**src/rtl/ctrl_pkg.sv**
```systemverilog
package ctrl_pkg;

  localparam int INSTR_W = 32;
  localparam int OP_W    = 6;
  localparam int FUNCT_W = 6;
  localparam int ALUOP_W = 2;

  localparam logic [OP_W-1:0]    OPC_REG   = 6'h00;
  localparam logic [OP_W-1:0]    OPC_JUMP  = 6'h02;
  localparam logic [OP_W-1:0]    OPC_BEQ   = 6'h04;
  localparam logic [OP_W-1:0]    OPC_ADDI  = 6'h08;
  localparam logic [OP_W-1:0]    OPC_LOAD  = 6'h23;
  localparam logic [OP_W-1:0]    OPC_STORE = 6'h2B;
  localparam logic [FUNCT_W-1:0] FN_ADD    = 6'h20;

  localparam logic [ALUOP_W-1:0] ALU_ADD = ALUOP_W'(0);
  localparam logic [ALUOP_W-1:0] ALU_SUB = ALUOP_W'(1);

  typedef enum logic [2:0] {
    K_NOP    = 3'd0,
    K_ADD    = 3'd1,
    K_ADDI   = 3'd2,
    K_LOAD   = 3'd3,
    K_STORE  = 3'd4,
    K_BRANCH = 3'd5,
    K_JUMP   = 3'd6
  } insn_kind_e;

  localparam int NUM_KINDS = 7;

  typedef struct packed {
    logic               br;
    logic               jp;
    logic               rwe;
    logic               dmwe;
    logic               rwd;
    logic               rdst;
    logic               alu_b_imm;
    logic [ALUOP_W-1:0] alu_op;
  } ctrl_t;

  // Control pattern per instruction kind; unused selects stay at 0.
  function automatic ctrl_t ctrl_for(insn_kind_e k);
    ctrl_t c;
    c = '0;
    case (k)
      K_ADD: begin
        c.rwe  = 1'b1;
        c.rdst = 1'b1;
      end
      K_ADDI: begin
        c.rwe       = 1'b1;
        c.alu_b_imm = 1'b1;
      end
      K_LOAD: begin
        c.rwe       = 1'b1;
        c.rwd       = 1'b1;
        c.alu_b_imm = 1'b1;
      end
      K_STORE: begin
        c.dmwe      = 1'b1;
        c.alu_b_imm = 1'b1;
      end
      K_BRANCH: begin
        c.br     = 1'b1;
        c.alu_op = ALU_SUB;
      end
      K_JUMP: begin
        c.jp = 1'b1;
      end
      default: c = '0;
    endcase
    if (k != K_BRANCH && k != K_NOP && k != K_JUMP) c.alu_op = ALU_ADD;
    return c;
  endfunction

endpackage

```
**src/rtl/field_split.sv**
```systemverilog
module field_split
  import ctrl_pkg::*;
#(
  parameter int IW = INSTR_W,
  parameter int OW = OP_W,
  parameter int FW = FUNCT_W
) (
  input  logic [IW-1:0] instr_i,
  output logic [OW-1:0] op_o,
  output logic [FW-1:0] funct_o
);
  localparam int MID_HI = IW - OW - 1;

  logic unused_mid;

  assign op_o       = instr_i[IW-1 -: OW];
  assign funct_o    = instr_i[FW-1:0];
  assign unused_mid = ^instr_i[MID_HI:FW];
endmodule

```
**src/rtl/kind_classifier.sv**
```systemverilog
module kind_classifier
  import ctrl_pkg::*;
(
  input  logic [OP_W-1:0]      op_i,
  input  logic [FUNCT_W-1:0]   funct_i,
  output insn_kind_e           kind_o,
  output logic [NUM_KINDS-1:0] kind_hot_o
);
  always_comb begin
    case (op_i)
      OPC_REG:   kind_o = (funct_i == FN_ADD) ? K_ADD : K_NOP;
      OPC_ADDI:  kind_o = K_ADDI;
      OPC_LOAD:  kind_o = K_LOAD;
      OPC_STORE: kind_o = K_STORE;
      OPC_BEQ:   kind_o = K_BRANCH;
      OPC_JUMP:  kind_o = K_JUMP;
      default:   kind_o = K_NOP;
    endcase
  end

  for (genvar g = 0; g < NUM_KINDS; g++) begin : g_hot
    assign kind_hot_o[g] = (kind_o == insn_kind_e'(g));
  end

  always_comb begin
    assert_kind_onehot_R7: assert ($onehot(kind_hot_o))
      else $error("kind vector not one-hot");
    if (op_i != OPC_REG) begin
      assert_funct_ignored_R9: assert (kind_o != K_ADD)
        else $error("add decoded outside R-type");
    end
  end
endmodule

```
**src/rtl/ctrl_encoder.sv**
```systemverilog
module ctrl_encoder
  import ctrl_pkg::*;
(
  input  insn_kind_e kind_i,
  output ctrl_t      ctrl_o
);
  assign ctrl_o = ctrl_for(kind_i);

  always_comb begin
    assert_single_write_R4: assert (!(ctrl_o.rwe && ctrl_o.dmwe))
      else $error("both write enables high");
    assert_single_redirect_R6: assert (!(ctrl_o.br && ctrl_o.jp))
      else $error("branch and jump both high");
    if (kind_i == K_NOP) begin
      assert_nop_quiet_R7: assert (ctrl_o == '0)
        else $error("no-op drives controls");
    end
    if (ctrl_o.jp) begin
      assert_jump_quiet_R10: assert (!ctrl_o.rwe && !ctrl_o.dmwe && ctrl_o.alu_op == '0)
        else $error("jump drives unneeded controls");
    end
  end
endmodule

```
**src/rtl/main_ctrl_decoder.sv**
```systemverilog
module main_ctrl_decoder
  import ctrl_pkg::*;
(
  input  logic [INSTR_W-1:0] instr_i,
  output logic               br_o,
  output logic               jp_o,
  output logic               rwe_o,
  output logic               dmwe_o,
  output logic               rwd_o,
  output logic               rdst_o,
  output logic               alu_b_imm_o,
  output logic [ALUOP_W-1:0] alu_op_o
);
  logic [OP_W-1:0]      op_w;
  logic [FUNCT_W-1:0]   funct_w;
  insn_kind_e           kind_w;
  logic [NUM_KINDS-1:0] kind_hot_w;
  ctrl_t                ctrl_w;

  field_split #(.IW(INSTR_W), .OW(OP_W), .FW(FUNCT_W)) u_split (
    .instr_i (instr_i),
    .op_o    (op_w),
    .funct_o (funct_w)
  );

  kind_classifier u_class (
    .op_i       (op_w),
    .funct_i    (funct_w),
    .kind_o     (kind_w),
    .kind_hot_o (kind_hot_w)
  );

  ctrl_encoder u_enc (
    .kind_i (kind_w),
    .ctrl_o (ctrl_w)
  );

  assign br_o        = ctrl_w.br;
  assign jp_o        = ctrl_w.jp;
  assign rwe_o       = ctrl_w.rwe;
  assign dmwe_o      = ctrl_w.dmwe;
  assign rwd_o       = ctrl_w.rwd;
  assign rdst_o      = ctrl_w.rdst;
  assign alu_b_imm_o = ctrl_w.alu_b_imm;
  assign alu_op_o    = ctrl_w.alu_op;

  always_comb begin
    if (rdst_o) begin
      assert_rdst_rtype_R1: assert (op_w == OPC_REG && funct_w == FN_ADD)
        else $error("rd destination outside add");
    end
    if (rwd_o) begin
      assert_memdata_load_R3: assert (op_w == OPC_LOAD)
        else $error("memory write-back outside load");
    end
    if (br_o) begin
      assert_branch_sub_R5: assert (alu_op_o == ALU_SUB && op_w == OPC_BEQ)
        else $error("branch without subtract");
    end
    if (dmwe_o) begin
      assert_store_imm_R4: assert (alu_b_imm_o && op_w == OPC_STORE)
        else $error("store without immediate operand");
    end
  end
endmodule

```
**config.mk**
```make
export PLATFORM = sky130hd
export DESIGN_NAME = main_ctrl_decoder
export DESIGN_NICKNAME = d
export VERILOG_FILES = /design/src/rtl/ctrl_pkg.sv /design/src/rtl/field_split.sv /design/src/rtl/kind_classifier.sv /design/src/rtl/ctrl_encoder.sv /design/src/rtl/main_ctrl_decoder.sv
export SDC_FILE = /design/constraint.sdc
export NUM_CORES = 1
export LEC_CHECK = 0
export CAP_MARGIN = 0
export CORE_AREA = 2 2 39 41
export DETAILED_ROUTE_END_ITERATION = 10
export DIE_AREA = 0 0 41 43
export MAX_ROUTING_LAYER = met4
export SYNTH_ARGS = -nofsm -noshare
export SYNTH_HDL_FRONTEND = slang
export SYNTH_SLANG_ARGS = --single-unit
```
**constraint.sdc**
```tcl
create_clock -name vclk -period 0.8
set_clock_uncertainty 0.1 [all_clocks]
set_input_delay 0.08 -clock vclk [all_inputs]
set_output_delay 0.08 -clock vclk [all_outputs]
set_load 0.05 [all_outputs]
```
==> out/qor.txt <==
Antenna Cells = 0
setup ws final = -0.4300 ns
row count = 14
Synth Area in Adders = 0%
multiplexer share of the synthesized area = 0%
worst-path fanout max = 2
layout cells sized above 1 = 77.78%
CLK BUF = 0
Tot GR Track Use = 7.187%
Clock Power Share = 0%
area fraction of the dominant cell type after synthesis = 15.32%
initial antenna violation count = 0
Crit path depth = 5
Int Power = 0.1025 mW
final slew viol count = 0
max_cap viols = 0
first-pass GRT wire length = 890 um
Setup CP Type = in2out
CP Data Arrival Time = 1.05 ns
switching pwr = 0.08845 mW
number of global-route vias before repair = 237
final core utilization = 41.23%
die area = 1763 um2
Buffers on Ports = 20
FF/Latch Area = 0 um2
largest net degree at the start of global routing = 5
synth top area cells = nor4_4 15%, buf_4 11%, nor3b_1 11%, a311o_2 8.1%, and3_4 8.1%
Die H = 43 um
Largest stage delay, worst path = 0.38 ns
Mapped Nets = 49
Cell variety after synth = 15
gr ovfl total = 0
sw frac = 46.31%
Setup TNS = -3.083 ns
status = complete, but fails checks
Antenna Nets Post-Route = 0
final-report setup violation count = 8
Post-Syn Area = 138.9 um2
Nets = 79
vias per cell = 3.984
area leader, netlist = nor4_4
CP Capture Type = output port
RSZ-0062 raised after global routing = true
commonest non-fill, non-tap cell in the layout = buf_4
Hold Crit Depth = 4
HP Class = in2out
RePlAce Congestion = 0.6402
sequential fraction of the synthesis area = 0%
Comb pwr share = 100.0%
Tmin final = 1.230 ns
Flop pwr share = 0%
cell family with most CP delay = compound AO/OA/AOI/OAI gates
Max Freq = 813.0 MHz
Cells after DPL = 57
I/O pin count = 41
commonest non-fill, non-tap cells in the layout = 9 x buf_4, 8 x buf_12, 5 x clkdlybuf4s15_1
post-synthesis compound-gate area fraction = 11.71%
part of the cycle the worst path needs = 153.8%
final hold vios = 0
die width = 41 um
Remaining DRCs = 0
Vias = 243
Finished Layout Cells = 61
Mapped Cells = 17
Synth Area in Simple Gates = 72.07%
Initial Util = 10.04%
crit path max-delay cell type = a311o_2
final WL = 615 um
DRT iter0 DRCs = 0
PD cells = 334.8 nW/um2
Routed WL per cell = 10.08 um
final sequential cell count = 0
Synth Area in XOR/XNOR = 0%
Yosys warning count = 0
Worst Path Required = 0.62 ns
worst path bufs/invs = 2
CP startpoint kind = primary input
First-pass DRT Iterations = 1
leakage = 0.2296 nW
Area Overhead vs Synth = 310.8%
worst-path cell chain = clkdlybuf4s15_1 -> nor4b_4 -> and3_4 -> a311o_2 -> buf_12
Mean Syn Cell Area = 8.170 um2
failing checks = negative setup slack
placed wire-length estimate = 484.2 um
main combinational cell family by area after synthesis = simple AND/OR/NAND/NOR gates
worst vdd ir = 135.4 uV
core area = 1384 um2
==> power by group through the flow <==
stage          Combinational (mW)  Sequential [mW]  Clock [mW]
3_3_place_gp                0.169                0           0
5_1_grt                     0.200                0           0
2_1_floorplan              0.0543                0           0
6_report                    0.191                0           0
3_5_place_dp                0.171                0           0
4_1_cts                     0.187                0           0
==> tightest hold or removal path, cell delays in order <==
cell,delay (ns)
buf_6,0.08
buf_4,0.11
nor3_4,0.04
buf_12,0.13
==> logic make-up (layout without fill, tap and decap cells) <==
group | Yosys count | count (layout)
AOI/OAI and AO/OA | 2 | 2
buffers and inverters | 3 | 31
and+or+nand+nor | 11 | 11
other | 1 | 1
==> layer usage <==
| metal | vias up | track usage (%) | routed length [um] |
|---|---|---|---|
| met5 | - | - | 0 |
| met2 | 11 | 14.06 | 374 |
| met3 | 0 | 0.5236 | 47 |
| met1 | 109 | 7.668 | 194 |
| li1 | 123 | - | - |
| met4 | 0 | 0 | 0 |
==> synth_stat cells <==
master    n
nor4_4    1
a21oi_1   1
and3_4    1
inv_1     1
nand2_1   1
a311o_2   1
nor3_1    1
nor4_1    1
conb_1    1
nand4b_1  1
nor4b_1   1
buf_4     2
or4b_1    1
nor3b_1   2
nor3_2    1
==> stage by stage <==
| stage | instance area, um2 | worst slack, ns | power [mW] | hold WS (ns) |
|---|---|---|---|---|
| after floorplan | 180.2 | -0.5913 | 0.05433 | 0.1228 |
| after global placement | 506.7 | -0.9196 | 0.1691 | 0.8913 |
| after detailed placement | 506.7 | -0.9208 | 0.1710 | 0.8948 |
| after CTS | 566.8 | -0.5962 | 0.1865 | 0.4991 |
| after global routing | 570.5 | -0.4683 | 0.2000 | 0.4391 |
| final | 570.5 | -0.4300 | 0.1910 | 0.4232 |
==> final timing paths <==
path	to	startpoint	slack, ns
hold / removal	jp_o	instr_i[26]	0.42
setup / recovery	rwe_o	instr_i[5]	-0.43
==> repair_timing <==
action | CTS | global route
buffers inserted | 5 | 0
setup endpoints to repair | 8 | 8
endpoints found under the hold margin | 0 | 0
cloned | 0 | 0
pin swaps | 10 | 7
resized for setup | 31 | 18
hold buffers | 0 | 0
==> cell type report <==
type,instances,area (um2)
Timing Repair Buffer,30,356.6
Inverter,1,3.754
Fill cell,135,813.3
Tap cell,16,20.02
Multi-Input combinational cell,14,190.2
Power figures use the tool's default switching activity.
